==> src/rtl/mdio_pkg.sv <==
package mdio_pkg;
  timeunit 1ns;
  timeprecision 1ps;

  localparam int FRAME_BITS = 32;
  localparam int FB_W       = $clog2(FRAME_BITS);
  localparam int DATA_W     = 16;
  localparam int DONE_BIT   = 16;
  localparam int OP_HI      = 29;
  localparam int OP_LO      = 28;
  localparam logic [1:0] OP_READ = 2'b10;
  // start + opcode + PHY address + register address
  localparam int DRIVE_BITS = 14;
  // first received bit index inside the frame
  localparam int RX_FIRST   = FRAME_BITS - DATA_W;

  typedef enum logic {ST_IDLE, ST_RUN} ctrlState_e;

  typedef struct packed {
    logic            running;
    logic            start;
    logic            sample;
    logic            advance;
    logic            finish;
    logic            inPreamble;
    logic [FB_W-1:0] frameBit;
  } mdioStrobes_t;
endpackage

==> src/rtl/mdio_ctrl.sv <==
module mdio_ctrl
  import mdio_pkg::*;
#(
  parameter int DIV_HALF = 4,
  parameter int PRE_LEN  = 32
) (
  input  logic         clk,
  input  logic         rstN,
  input  logic         wrEn,
  output logic         mdc,
  output mdioStrobes_t strb
);
  timeunit 1ns;
  timeprecision 1ps;

  localparam int TOTAL = PRE_LEN + FRAME_BITS;
  localparam int CNT_W = $clog2(TOTAL);
  localparam int DIV_W = (DIV_HALF > 1) ? $clog2(DIV_HALF) : 1;
  localparam logic [CNT_W-1:0] LAST_BIT = CNT_W'(TOTAL - 1);
  localparam logic [CNT_W-1:0] PRE_C    = CNT_W'(PRE_LEN);
  localparam logic [DIV_W-1:0] DIV_LAST = DIV_W'(DIV_HALF - 1);

  ctrlState_e       state;
  logic [DIV_W-1:0] divCnt;
  logic [CNT_W-1:0] bitCnt;
  logic             running;
  logic             tick;
  logic             lastBit;

  assign running = (state == ST_RUN);
  assign tick    = running && (divCnt == DIV_LAST);
  assign lastBit = (bitCnt == LAST_BIT);

  always_ff @(posedge clk) begin
    if (!rstN) begin
      state  <= ST_IDLE;
      divCnt <= '0;
      bitCnt <= '0;
      mdc    <= 1'b0;
    end else begin
      case (state)
        ST_IDLE: begin
          if (wrEn) begin
            state  <= ST_RUN;
            divCnt <= '0;
            bitCnt <= '0;
          end
        end
        ST_RUN: begin
          if (tick) begin
            divCnt <= '0;
            mdc    <= ~mdc;
            if (mdc) begin
              if (lastBit) begin
                state  <= ST_IDLE;
                bitCnt <= '0;
              end else begin
                bitCnt <= bitCnt + 1'b1;
              end
            end
          end else begin
            divCnt <= divCnt + 1'b1;
          end
        end
        default: state <= ST_IDLE;
      endcase
    end
  end

  always_comb begin
    strb.running    = running;
    strb.start      = !running && wrEn;
    strb.sample     = tick && !mdc;
    strb.advance    = tick && mdc && !lastBit;
    strb.finish     = tick && mdc && lastBit;
    strb.inPreamble = (bitCnt < PRE_C);
    strb.frameBit   = FB_W'(bitCnt - PRE_C);
  end


  idle_mdc_low_chk: assert property (@(posedge clk) disable iff (!rstN)
    !running |-> !mdc);


  bit_adv_chk: assert property (@(posedge clk) disable iff (!rstN)
    (running && $past(running) && !$fell(mdc)) |-> $stable(bitCnt));
endmodule

==> src/rtl/mdio_datapath.sv <==
module mdio_datapath
  import mdio_pkg::*;
(
  input  logic                  clk,
  input  logic                  rstN,
  input  logic [FRAME_BITS-1:0] wrData,
  input  mdioStrobes_t          strb,
  input  logic                  mdioIn,
  output logic [FRAME_BITS-1:0] frameReg,
  output logic                  mdioOut,
  output logic                  mdioOe
);
  timeunit 1ns;
  timeprecision 1ps;

  localparam logic [FB_W-1:0] DRIVE_LIM = FB_W'(DRIVE_BITS);
  localparam logic [FB_W-1:0] RX_START  = FB_W'(RX_FIRST);

  logic [FRAME_BITS-1:0] frameQ;
  logic [FRAME_BITS-1:0] shiftQ;
  logic [DATA_W-1:0]     rxQ;
  logic                  isRead;
  logic                  inRxWindow;

  assign inRxWindow = isRead && !strb.inPreamble && (strb.frameBit >= RX_START);

  always_ff @(posedge clk) begin
    if (!rstN) begin
      frameQ           <= '0;
      frameQ[DONE_BIT] <= 1'b1;
      shiftQ           <= '0;
      rxQ              <= '0;
      isRead           <= 1'b0;
    end else begin
      if (strb.start) begin
        frameQ           <= wrData;
        frameQ[DONE_BIT] <= 1'b0;
        shiftQ           <= wrData;
        rxQ              <= '0;
        isRead           <= (wrData[OP_HI:OP_LO] == OP_READ);
      end
      if (strb.advance && !strb.inPreamble)
        shiftQ <= {shiftQ[FRAME_BITS-2:0], 1'b0};
      if (strb.sample && inRxWindow)
        rxQ <= {rxQ[DATA_W-2:0], mdioIn};
      if (strb.finish) begin
        frameQ[DONE_BIT] <= 1'b1;
        if (isRead)
          frameQ[DATA_W-1:0] <= rxQ;
      end
    end
  end

  assign frameReg = frameQ;
  assign mdioOut  = strb.inPreamble ? 1'b1 : shiftQ[FRAME_BITS-1];
  assign mdioOe   = strb.running &&
                    (strb.inPreamble || !isRead || (strb.frameBit < DRIVE_LIM));


  busy_hold_chk: assert property (@(posedge clk) disable iff (!rstN)
    (strb.running && $past(strb.running)) |-> $stable(frameQ[FRAME_BITS-1:DONE_BIT+1]));
endmodule

==> src/rtl/mdio_frame_master.sv <==
module mdio_frame_master
  import mdio_pkg::*;
#(
  parameter int DIV_HALF = 4,
  parameter int PRE_LEN  = 32
) (
  input  logic        clk,
  input  logic        rstN,
  input  logic        regWrEn,
  input  logic [31:0] regWrData,
  output logic [31:0] regRdData,
  output logic        mdc,
  output logic        mdioOut,
  output logic        mdioOe,
  input  logic        mdioIn
);
  timeunit 1ns;
  timeprecision 1ps;

  mdioStrobes_t strb;

  mdio_ctrl #(
    .DIV_HALF(DIV_HALF),
    .PRE_LEN (PRE_LEN)
  ) i_ctrl (
    .clk (clk),
    .rstN(rstN),
    .wrEn(regWrEn),
    .mdc (mdc),
    .strb(strb)
  );

  mdio_datapath i_datapath (
    .clk     (clk),
    .rstN    (rstN),
    .wrData  (regWrData),
    .strb    (strb),
    .mdioIn  (mdioIn),
    .frameReg(regRdData),
    .mdioOut (mdioOut),
    .mdioOe  (mdioOe)
  );


  busy_flag_chk: assert property (@(posedge clk) disable iff (!rstN)
    strb.running |-> !regRdData[DONE_BIT]);


  mdio_stable_chk: assert property (@(posedge clk) disable iff (!rstN)
    (!$past(strb.start) && !$fell(mdc)) |-> ($stable(mdioOut) && $stable(mdioOe)));
endmodule

==> config.mk <==
export PLATFORM = sky130hd
export DESIGN_NAME = mdio_frame_master
export DESIGN_NICKNAME = d
export VERILOG_FILES = /design/src/rtl/mdio_pkg.sv /design/src/rtl/mdio_ctrl.sv /design/src/rtl/mdio_datapath.sv /design/src/rtl/mdio_frame_master.sv
export SDC_FILE = /design/constraint.sdc
export NUM_CORES = 1
export LEC_CHECK = 0
export ABC_AREA = 1
export BUFFER_PORTS_ARGS = -buffer_cell sky130_fd_sc_hd__buf_2
export CORE_MARGIN = 4
export CORE_UTILIZATION = 50
export CTS_BUF_LIST = sky130_fd_sc_hd__clkbuf_16
export DETAILED_ROUTE_END_ITERATION = 8
export HOLD_SLACK_MARGIN = 0.08
export PLACE_DENSITY = 0.73
export SYNTH_ARGS = -nofsm -noshare
export SYNTH_HDL_FRONTEND = slang
export SYNTH_SLANG_ARGS = --single-unit
==> constraint.sdc <==
create_clock -name clk -period 2.5 [get_ports clk]
set_input_delay 0 -clock clk [delete_from_list [all_inputs] [get_ports clk]]
set_output_delay 0 -clock clk [all_outputs]
set_load 0.01 [all_outputs]
# --- Word-level counts from Yosys, hierarchy flattened ---
# Index checks and enable logic that the tools add are counted.
classes:
  n_bitwise: 3
  add_sub_neg: 3
  n_eq_ne: 6
  magnitude_cmp: 3
  mux: 21
  reduce_logical: 24
ops:
  columns: ["operator", "n"]
  rows:
  - ["$mux W16", 5]
  - ["$mux W32", 2]
  - ["$mux W6", 4]
  - ["$pmux W6 S2", 1]
  - ["$logic_and A1 B1 Y1", 11]
  - ["$add A6 B1 Y6 const B", 1]
  - ["$eq A6 B6 Y1 const B", 1]
  - ["$lt A6 B6 Y1 const B", 1]
  - ["$ge A5 B5 Y1 const B", 1]
  - ["$logic_not A1 Y1", 5]
  - ["$lt A5 B4 Y1 const B", 1]
  - ["$mux W1", 5]
  - ["$sub A5 B1 Y5 const B", 1]
  - ["$eq A2 B2 Y1 const B", 2]
  - ["$mux W2", 2]
  - ["$ne A2 B2 Y1 const B", 2]
  - ["$pmux W2 S2", 1]
  - ["$reduce_bool A2 Y1", 2]
  - ["$reduce_or A2 Y1", 2]
  - ["$not A1 Y1", 3]
  - ["$reduce_and A3 Y1", 1]
  - ["$add A2 B1 Y2 const B", 1]
  - ["$logic_or A1 B1 Y1", 2]
  - ["$ne A2 B1 Y1 const B", 1]
  - ["2 further kinds", 2]
word_totals:
  input_bits: 36
  register_bits: 91

# --- Logic depth before layout (Yosys ltp) ---
# Gate-level depths: netlist of the first run.
logic_depth:
  depth_word: 6
  depth_mapped: 9

# --- Cells and area by module ---
# A second synthesis of the first run with hierarchy kept.
unflattened:
  cells_unflattened: 495
  hier_area_um2: 3747.3
by_module_without_submodules:
  columns: ["mod", "cells_each", "instances", "area_per_inst_um2"]
  rows:
  - ["mdio_datapath", 416, 1, 3168.0]
  - ["mdio_ctrl", 79, 1, 579.3]

# --- Worst setup path after synthesis of the first run ---
# No wires, ideal clock.
synth_path:
  kind: "reg2reg"
  start: "register i_ctrl.divCnt[0]"
  end: "register i_datapath.rxQ[14]"
  synth_period_minus_slack_ps: 1440
  t_arrival_ps: 1307
  t_required_ps: 2368
  stages_incl_launch_ff: 8
  path_slack_ps: 1060
  setup_time_ps: 132
  path_cell_list: "dfxtp_1 ha_1 nand2_1 nor2_2 nand2_2 buf_2 nand3_1 a21oi_1"
synth_between:
  elab_chain_cells: 5
  word_cells_on_any_way: 6
  cone_classes: "1 x eq/ne; 1 x mux; 4 x reduce/logical"
synth_rtl:
  columns: ["element", "line", "rtl"]
  rows:
  - ["from (decl)", "mdio_ctrl.sv:24", "logic [DIV_W-1:0] divCnt;"]
  - ["from (signal assigned)", "mdio_ctrl.sv:62", "divCnt <= divCnt + 1'b1;"]
  - ["$eq A2 B2 Y1 *", "mdio_ctrl.sv:31", "assign tick = running && (divCnt == DIV_LAST);"]
  - ["$logic_and A1 B1 Y1 *", "mdio_ctrl.sv:31", null]
  - ["$logic_and A1 B1 Y1 *", "mdio_ctrl.sv:73", "strb.sample = tick && !mdc;"]
  - ["$logic_and A1 B1 Y1 *", "mdio_datapath.sv:44", "if (strb.sample && inRxWindow)"]
  - ["$mux W16 / $reduce_bool A2 Y1 (equally long branches)", null, null]
  - ["to (signal assigned)", "mdio_datapath.sv:45", "rxQ <= {rxQ[DATA_W-2:0], mdioIn};"]
  - ["to (decl)", "mdio_datapath.sv:21", "logic [DATA_W-1:0] rxQ;"]
# Mark *: on every way between the ends. The rest lies on a longest branch, timed or not.
# A chain may end at the register's enable or synchronous reset.

# --- Worst setup path after layout of the first run ---
layout_path:
  start: "register i_ctrl.state, in the netlist i_ctrl.running"
  end: "register i_datapath.isRead"
layout_between:
  elab_chain_cells: 2
layout_rtl:
  columns: ["element", "line", "rtl"]
  rows:
  - ["from (decl)", "mdio_ctrl.sv:23", "ctrlState_e state;"]
  - ["from (signal assigned)", "mdio_ctrl.sv:36", "state <= ST_IDLE;"]
  - ["from (signal assigned)", "mdio_ctrl.sv:44", "state <= ST_RUN;"]
  - ["from (signal assigned)", "mdio_ctrl.sv:55", "state <= ST_IDLE;"]
  - ["$logic_not A1 Y1", "mdio_ctrl.sv:72", "strb.start = !running && wrEn;"]
  - ["$logic_and A1 B1 Y1", "mdio_ctrl.sv:72", null]
  - ["to (signal assigned)", "mdio_datapath.sv:40", "isRead <= (wrData[OP_HI:OP_LO] == OP_READ);"]
  - ["to (decl)", "mdio_datapath.sv:22", "logic isRead;"]
# No other way between the ends.

==> run_results.csv, run 1 <==
group,metric,value,unit
status,outcome,"finished, final reports clean",
clock_tree,ctsHtreeMaxLevel,3,
clock_tree,post-cts-setup-buffer-count,0,
cells_and_area,nFillCells,713,
floorplan,die_h,98.4,um
yosys,synthTopCellsByArea,"dfxtp_1 45%, nand3_1 15%, nand2_1 13%",
yosys,synth_warnings,0,
route,drcViolationCount,0,
pwr,p_leak,2.23,nW
cells_and_area,area_growth,24.2,%
flow_run,max_cap_viol_count,0,
sta,finalClockSkew,0.00801,ns
critical_path,cp_max_fo,33,
yosys,yosysTopAreaCell,"dfxtp_1",
critical_path,worst_ep_required_time,2.72,ns
clock_tree,clkSlewWorstSetupHoldPaths,0.06,ns
placement,dp_cells,727,
placement,place_congestion,0.856,
cells_and_area,fin_nets,710,
yosys,synthArstFlopShare,0,
cells_and_area,drive_above_1_share,0.161,
critical_path,rrSetupSlack,0.29,ns
grt,met2_usage,0.363,
sta,layout_setup_ws,0.289,ns
yosys,syn_area_per_cell,6.99,sq um
grt,gr-usage-met3,0.0486,
route,drt-pass1-iter-count,5,
pwr,p_per_area,637,nW/um^2
sta,setup_tns,0,ns
placement,pre_cts_slack,0.486,ns
cells_and_area,multiInputGateArea,1840,sq um
clock_tree,root_buffer,"clkbuf_16",
critical_path,critPathMaxStageDelay,0.57,ns
placement,dp_hpwl,6550,um
route,vias_per_cell,5.26,
route,drtAntennaViolNets,0,
sta,layout_min_cycle_time,2.21,ns
cells_and_area,final_cells,779,
grt,grt.overflow.total,0,
clock_tree,clk_latency,0.34,ns
critical_path,cp_slowest_cell,"dlygate4sd3_1",
cells_and_area,regArea,1820,sq um
yosys,synthCells,585,
floorplan,num_io_pins,71,
placement,portBuffers,70,
sta,rsz0062_at_grt,"false",
critical_path,reg2reg_from,"i_ctrl.running",
critical_path,crit_buf_inv,3,
yosys,synth.distinct_cells,23,
critical_path,end_kind,"flop",
route,drt_iter0_drc,254,
critical_path,worstPathArrival,2.43,ns
sta,slew_headroom,0.607,
critical_path,critPathLaunch,"i_ctrl.running",
cells_and_area,num_antenna_cells,0,
grt,grt_pass1_wl,17900,um
route,via_count,4099,
sta,max_freq,452,MHz
route,finalWirelength,10700,um
yosys,yosysTopAreaCellShare,0.446,
yosys,synth.net_count,623,
cells_and_area,fin_area,5070,sq um
grt,antenna_found_initial,0,
sta,maxSlewViolCount,0,
grt,grt_pass1_vias,3711,
yosys,synth_edf_count,0,
placement,post_dp_cell_area,4420,sq um
critical_path,regToRegEndpoint,"i_datapath.isRead",
clock_tree,cts_buffer_depth,2,
critical_path,critical_path_class,"reg2reg",
pwr,peakVddDrop,466,uV
grt,grt_max_degree,64,
clock_tree,cts_tree,"done",
grt,grt.busiest_layer,"met2",
grt,met1_usage,0.292,
sta,post-route-period-util,0.884,
critical_path,r2r_cells,6,
floorplan,die_area,9680,sq um
floorplan,start_util,0.521,
critical_path,crit_family,"buffers and inverters",
yosys,yosys_register_bits,91,
yosys,seq_area_frac_synth,0.446,
route,wl_per_cell,13.7,um
yosys,synthFlopType,"dfxtp_1",
cells_and_area,fin_util,0.647,
sta,worst_pin_slew,0.589,ns
worst_hold_path,hold_path.class,"in2reg",
sta,finalSetupViolations,0,
critical_path,cp.depth,6,
pwr,p_total,3.23,mW
sta,holdWs,0.118,ns
floorplan,die_w,98.4,um
sta,finalHoldViolCount,0,
clock_tree,numCtsBuffers,9,
critical_path,start_kind,"flop",
yosys,netlist_area,4090,sq um
critical_path,crit_chain,"inv_1, nand2_2, clkinvlp_4, nand3_1, o21ai_0, dlygate4sd3_1",
floorplan,placementRows,32,
clock_tree,cts.sink_count,91,
critical_path,setup.worst_path.end,"i_datapath.isRead",
grt,grt_use_total,0.223,
floorplan,core-area,7850,sq um
-- synthesized netlist by cell type (2+ instances only) --
cell      count
a21oi_1      69
buf_4         4
nand2_2       3
dfxtp_1      91
nor3_1        5
inv_1        54
nor2_2        2
o21ai_1      10
buf_2        19
inv_2         3
nand2_1     146
nor2_1       26
o21ai_0       9
clkbuf_1     12
nand3_1     119
or2_2         2
buf_6         4
ha_1          2
-- flip-flops by register name, summed over array words and instances, names as in the netlist --
signal and flops:
i_ctrl.divCnt 2, i_datapath.shiftQ 32, i_datapath.isRead 1, i_datapath.frameReg 32, i_ctrl.mdc 1, i_ctrl.running 1
i_ctrl.bitCnt 6, i_datapath.rxQ 16
-- layout make-up --
| type | instances | area share |
|---|---|---|
| timing repair buffer | 115 | 0.153 |
| tap | 102 | 0.0251 |
| clock buffer | 9 | 0.0444 |
| clock inverter | 7 | 0.0136 |
| inverter | 57 | 0.0429 |
| multi-input combinational | 398 | 0.362 |
| sequential | 91 | 0.359 |
-- repair_timing --
action	4_1_cts	5_1_grt
resized for setup	0	1
setup endpoints to repair	0	1
endpoints found under the hold margin	72	0
hold buffers	36	0
-- report_power, final --
group | leakage (nW) | internal (mW) | switching, mW
sequential | 0.744 | 1.51 | 0.0356
clock | 0.143 | 0.771 | 0.566
combinational | 1.35 | 0.148 | 0.196
total | 2.23 | 2.43 | 0.798
-- metal layers --
layer,up-vias,routed length (um)
met5,-,0
met4,0,235
met3,24,451
met2,116,5310
met1,1875,4660
li1,2084,-
-- tightest hold or removal path, delay by kind of cell --
family        cells  cell delay, ns
buf+inv           2            0.14
simple gates      3            0.29
-- kinds of logic (layout without fill, tap and decap cells) --
family	after synthesis	after routing	synth area share
XOR/XNOR	1	1	0.00214
AND/OR/NAND/NOR	306	306	0.330
flip-flops	91	91	0.446
adder cells (fa/ha/maj)	2	2	0.00612
buffers and inverters	96	188	0.105
AO/OA/AOI/OAI	89	89	0.111
-- cell usage in the layout, fill, tap and decap left out, drive strengths merged --
cell type      n
a21oi         69
clkinv         5
nor2          29
dfxtp         91
nand2        150
nand3        120
nor3           5
xor2           1
bufinv         1
clkinvlp       2
clkbuf         9
o221a          1
o21ai         19
or2            2
buf           79
inv           56
ha             2
dlygate4sd3   36
-- worst min-delay path by stage --
stage             startpoint                endpoint  slack [ns]  depth (start not counted)
6_report        regWrData[6]  i_datapath.frameReg[6]        0.12                          5
5_1_grt         regWrData[6]    i_datapath.shiftQ[6]        0.13                          5
4_1_cts         regWrData[6]  i_datapath.frameReg[6]        0.11                          5
3_5_place_dp   regWrData[28]       i_datapath.isRead        0.22                          2
3_3_place_gp   regWrData[28]       i_datapath.isRead        0.23                          2
2_1_floorplan  regWrData[28]       i_datapath.isRead        0.11                          1
No activity file was read; power rests on OpenSTA's default activity.
==> run 2: changes to the inputs <==
--- a/config.mk
+++ b/config.mk
@@ -7,6 +7,7 @@
 export LEC_CHECK = 0
 export ABC_AREA = 1
 export BUFFER_PORTS_ARGS = -buffer_cell sky130_fd_sc_hd__buf_2
+export CORE_ASPECT_RATIO = 0.8
 export CORE_MARGIN = 4
 export CORE_UTILIZATION = 50
 export CTS_BUF_LIST = sky130_fd_sc_hd__clkbuf_16
==> run 2 against run 1 <==
Against the previous run: register-to-register slack about the same; critical path depth is the same; maximum frequency is 0.44% higher; sequential power barely moved.
==> run_results.csv, run 2 (synthesized netlist as in run 1, its figures left out) <==
group,metric,value,unit
cells_and_area,fin_area,5060,sq um
pwr,p_per_area,653,nW/um^2
critical_path,critical_path_class,"reg2reg",
critical_path,end_kind,"flop",
grt,grt.overflow.total,0,
cells_and_area,mostFrequentLayoutCells,"146 x nand2_1, 119 x nand3_1, 91 x dfxtp_1",
floorplan,die_w,109,um
clock_tree,cts_tree,"done",
pwr,p_sw,781,uW
placement,pre_cts_slack,0.492,ns
grt,antenna_found_initial,0,
floorplan,die_area,9690,sq um
pwr,peakVddDrop,411,uV
pwr,p_total,3.31,mW
clock_tree,cts_buffer_depth,2,
pwr,p_sw_frac,0.236,
route,wl_per_cell,13.3,um
floorplan,die_h,88.9,um
sta,maxSlewViolCount,0,
clock_tree,ctsHtreeMaxLevel,3,
placement,dp_hpwl,6440,um
clock_tree,numCtsBuffers,9,
pwr,p_int,2.52,mW
route,drcViolationCount,0,
pwr,seq_power_share,0.469,
sta,layout_min_cycle_time,2.20,ns
pwr,p_leak,2.23,nW
clock_tree,cts.sink_count,91,
floorplan,num_io_pins,71,
cells_and_area,fin_nets,706,
floorplan,placementRows,29,
sta,layout_setup_ws,0.299,ns
critical_path,start_kind,"flop",
route,drt_iter0_drc,298,
route,drt-pass1-iter-count,7,
cells_and_area,final_cells,781,
status,outcome,"finished, final reports clean",
cells_and_area,nFillCells,681,
sta,finalSetupViolations,0,
placement,place_congestion,0.832,
sta,setup_tns,0,ns
critical_path,worst_ep_required_time,2.71,ns
sta,max_freq,454,MHz
floorplan,start_util,0.514,
cells_and_area,final_common_cell,"nand2_1",
grt,grt_pass1_vias,3660,
route,vias_per_cell,5.23,
cells_and_area,area_growth,23.9,%
grt,grt_use_total,0.215,
clock_tree,clkSlewWorstSetupHoldPaths,0.06,ns
sta,post-route-period-util,0.880,
sta,finalClockSkew,0.00695,ns
worst_hold_path,hold_path.class,"in2reg",
floorplan,core-area,7950,sq um
clock_tree,root_buffer,"clkbuf_16",
grt,grt_pass1_wl,16700,um
flow_run,max_cap_viol_count,0,
clock_tree,clk_latency,0.34,ns
critical_path,cp_max_fo,33,
sta,rsz0062_at_grt,"false",
sta,slew_headroom,0.605,
placement,post_dp_cell_area,4420,sq um
cells_and_area,num_antenna_cells,0,
sta,finalHoldViolCount,0,
pwr,power_frac_clock,0.428,
route,drtAntennaViolNets,0,
placement,portBuffers,70,
sta,worst_pin_slew,0.591,ns
route,via_count,4083,
placement,dp_cells,732,
critical_path,worstPathArrival,2.42,ns
grt,grt_max_degree,64,
cells_and_area,drive_above_1_share,0.158,
route,finalWirelength,10400,um
pwr,combinationalPowerShare,0.103,
==> run 2: cell count changes in the layout (fill, tap and decap cells not counted), sizes merged <==
cell	before	now
clkinvlp	2	3
inv	56	59
dlygate4sd3	36	33
clkinv	5	0
buf	79	78
bufinv	1	2
==> run 2: worst max-delay path, stage by stage, from the launching register on <==
cell,delay [ns]
dfxtp_1,0.47
inv_1,0.12
nand2_2,0.11
clkinvlp_4,0.45
nand3_1,0.27
o21ai_0,0.09
dlygate4sd3_1,0.56
==> run 2: timing repair <==
action,in CTS,in global routing
endpoints found under the setup margin,0,1
gates resized for setup,0,1
setup buffers,0,0
hold endpoints to repair,54,0
hold buffers,33,0
==> run 2: worst paths after layout <==
check	from	endpoint	slack (ns)	cells after the start
worst max-delay path	i_ctrl.running	i_datapath.isRead	0.30	6
worst max register to register	i_ctrl.running	i_datapath.isRead	0.30	6
worst min register to register	i_datapath.frameReg[24]	i_datapath.frameReg[24]	0.46	2
worst min-delay path	regWrData[3]	i_datapath.shiftQ[3]	0.09	5
==> run 2: stage by stage <==
step	hold slack, ns	utilization
2_1_floorplan	0.111	-
3_3_place_gp	0.236	0.556
5_1_grt	0.120	0.637
3_5_place_dp	0.256	0.556
4_1_cts	0.0813	0.637
6_report	0.0925	0.637
==> run 2: power by group through the flow <==
| stage | Clock [mW] | Combinational [mW] | Sequential, mW |
|---|---|---|---|
| CTS | 1.44 | 0.335 | 1.55 |
| global route | 1.49 | 0.381 | 1.56 |
| finish | 1.42 | 0.339 | 1.55 |
| floorplan | 0 | 0.186 | 1.59 |
| global placement | 0 | 0.290 | 1.58 |
| detailed placement | 0 | 0.294 | 1.58 |
==> run 2: final cells by class <==
type / count / area [sq um] / share of cell area
multi-input combinational: 398 / 1840 / 0.363
inverter: 57 / 218 / 0.0430
tap: 108 / 135 / 0.0267
clock buffer: 9 / 225 / 0.0445
clock inverter: 7 / 86.3 / 0.0171
sequential: 91 / 1820 / 0.360
timing repair buffer: 111 / 741 / 0.146
==> run 2: per-layer routing <==
layer  wire length (um)  vias to the layer above  global-route usage
met5                  0                        -                   0
met2               4980                      129               0.347
li1                   -                     2059                   -
met4                231                        0              0.0791
met3                512                       27              0.0430
met1               4650                     1868               0.287
==> run 3: changes to the inputs <==
--- a/config.mk
+++ b/config.mk
@@ -13,7 +13,7 @@
 export CTS_BUF_LIST = sky130_fd_sc_hd__clkbuf_16
 export DETAILED_ROUTE_END_ITERATION = 8
 export HOLD_SLACK_MARGIN = 0.08
-export PLACE_DENSITY = 0.73
+export PLACE_DENSITY = 0.72
 export SYNTH_ARGS = -nofsm -noshare
 export SYNTH_HDL_FRONTEND = slang
 export SYNTH_SLANG_ARGS = --single-unit
==> run 3 against run 2 <==
Against the previous run: via count fell by 0.42%; power fell by 3.4%; critical endpoint unchanged; final area fell by 0.25%; final cell count did not move; clock skew fell by 0.0013 ns; critical path depth did not move; largest power group unchanged; setup slack got worse by 0.017 ns; utilization fell by 0.16 points; clock power fell by 8%.
==> run_results.csv, run 3 (synthesized netlist as in run 1, its figures left out) <==
group,metric,value,unit
cells_and_area,area_growth,23.6,%
placement,place_congestion,0.867,
worst_hold_path,hold_path.class,"in2reg",
critical_path,worstPathArrival,2.43,ns
grt,grt_max_degree,68,
placement,dp_hpwl,6640,um
critical_path,start_kind,"flop",
pwr,p_total,3.19,mW
pwr,peakVddDrop,351,uV
sta,max_freq,451,MHz
sta,maxSlewViolCount,0,
grt,grt.overflow.total,0,
sta,finalHoldViolCount,0,
floorplan,die_area,9690,sq um
flow_run,max_cap_viol_count,0,
sta,rsz0062_at_grt,"false",
floorplan,die_h,88.9,um
cells_and_area,fin_util,0.635,
placement,pre_cts_slack,0.536,ns
grt,antenna_found_initial,0,
sta,setup_tns,0,ns
cells_and_area,mostFrequentLayoutCells,"146 x nand2_1, 119 x nand3_1, 91 x dfxtp_1",
clock_tree,clk_latency,0.33,ns
cells_and_area,num_antenna_cells,0,
floorplan,num_io_pins,71,
grt,grt_use_total,0.226,
floorplan,placementRows,29,
floorplan,die_w,109,um
grt,grt_pass1_wl,17400,um
clock_tree,ctsHtreeMaxLevel,3,
sta,finalSetupViolations,0,
route,drcViolationCount,0,
sta,post-route-period-util,0.887,
cells_and_area,final_cells,781,
route,drtAntennaViolNets,0,
status,outcome,"finished, final reports clean",
sta,layout_min_cycle_time,2.22,ns
floorplan,core-area,7950,sq um
critical_path,critical_path_class,"reg2reg",
critical_path,end_kind,"flop",
cells_and_area,fin_nets,706,
critical_path,cp_max_fo,33,
cells_and_area,final_common_cell,"nand2_1",
sta,worst_pin_slew,0.692,ns
route,via_count,4066,
floorplan,start_util,0.514,
clock_tree,cts.sink_count,91,
route,drt_iter0_drc,346,
route,drt-pass1-iter-count,5,
placement,dp_cells,732,
clock_tree,numCtsBuffers,9,
clock_tree,cts_tree,"done",
cells_and_area,nFillCells,705,
placement,portBuffers,70,
pwr,p_leak,2.22,nW
cells_and_area,fin_area,5050,sq um
clock_tree,root_buffer,"clkbuf_16",
sta,slew_headroom,0.538,
critical_path,worst_ep_required_time,2.71,ns
clock_tree,cts_buffer_depth,2,
clock_tree,post-cts-setup-buffer-count,0,
route,wl_per_cell,13.6,um
clock_tree,clkSlewWorstSetupHoldPaths,0.06,ns
sta,holdWs,0.0921,ns
pwr,p_per_area,633,nW/um^2
critical_path,rrSetupSlack,0.28,ns
sta,layout_setup_ws,0.282,ns
cells_and_area,drive_above_1_share,0.158,
route,vias_per_cell,5.21,
grt,grt_pass1_vias,3626,
placement,post_dp_cell_area,4430,sq um
route,finalWirelength,10600,um
sta,finalClockSkew,0.00566,ns
run 3: path summary, 6_finish.rpt:
| check | cells after the start | endpoint | from |
|---|---|---|---|
| max | 6 | i_datapath.isRead | i_ctrl.running |
| min | 5 | i_datapath.frameReg[3] | regWrData[3] |
| min reg2reg | 2 | i_datapath.frameReg[28] | i_datapath.frameReg[28] |
| max reg2reg | 6 | i_datapath.isRead | i_ctrl.running |
run 3: cell type report:
| type | instances | area (sq um) | area share |
|---|---|---|---|
| multi-input combinational | 398 | 1840 | 0.363 |
| clock buffer | 9 | 225 | 0.0446 |
| clock inverter | 7 | 61.3 | 0.0121 |
| sequential | 91 | 1820 | 0.361 |
| inverter | 57 | 218 | 0.0431 |
| tap | 108 | 135 | 0.0268 |
| timing repair buffer | 111 | 753 | 0.149 |
run 3: layer usage:
layer  GRT usage  routed length, um  vias up
li1            -                  -     2062
met1       0.316               4810     1836
met2       0.336               4890      141
met3      0.0532                597       27
met4      0.0929                297        0
met5           0                  0        -
run 3: report_power, final:
group / switching, mW / internal (mW) / total, mW
clock: 0.540 / 0.762 / 1.30
sequential: 0.0369 / 1.51 / 1.55
combinational: 0.194 / 0.147 / 0.341
run 3: timing repair:
action                                 CTS  global route
setup endpoints to repair                0             1
endpoints found under the hold margin   58             0
hold buffers                            33             0
gates resized for setup                  0             1
run 3: critical path, stage by stage, from the launching register on:
cell	delay (ns)
dfxtp_1	0.47
inv_1	0.12
nand2_2	0.12
clkinvlp_4	0.47
nand3_1	0.25
o21ai_0	0.10
dlygate4sd3_1	0.57
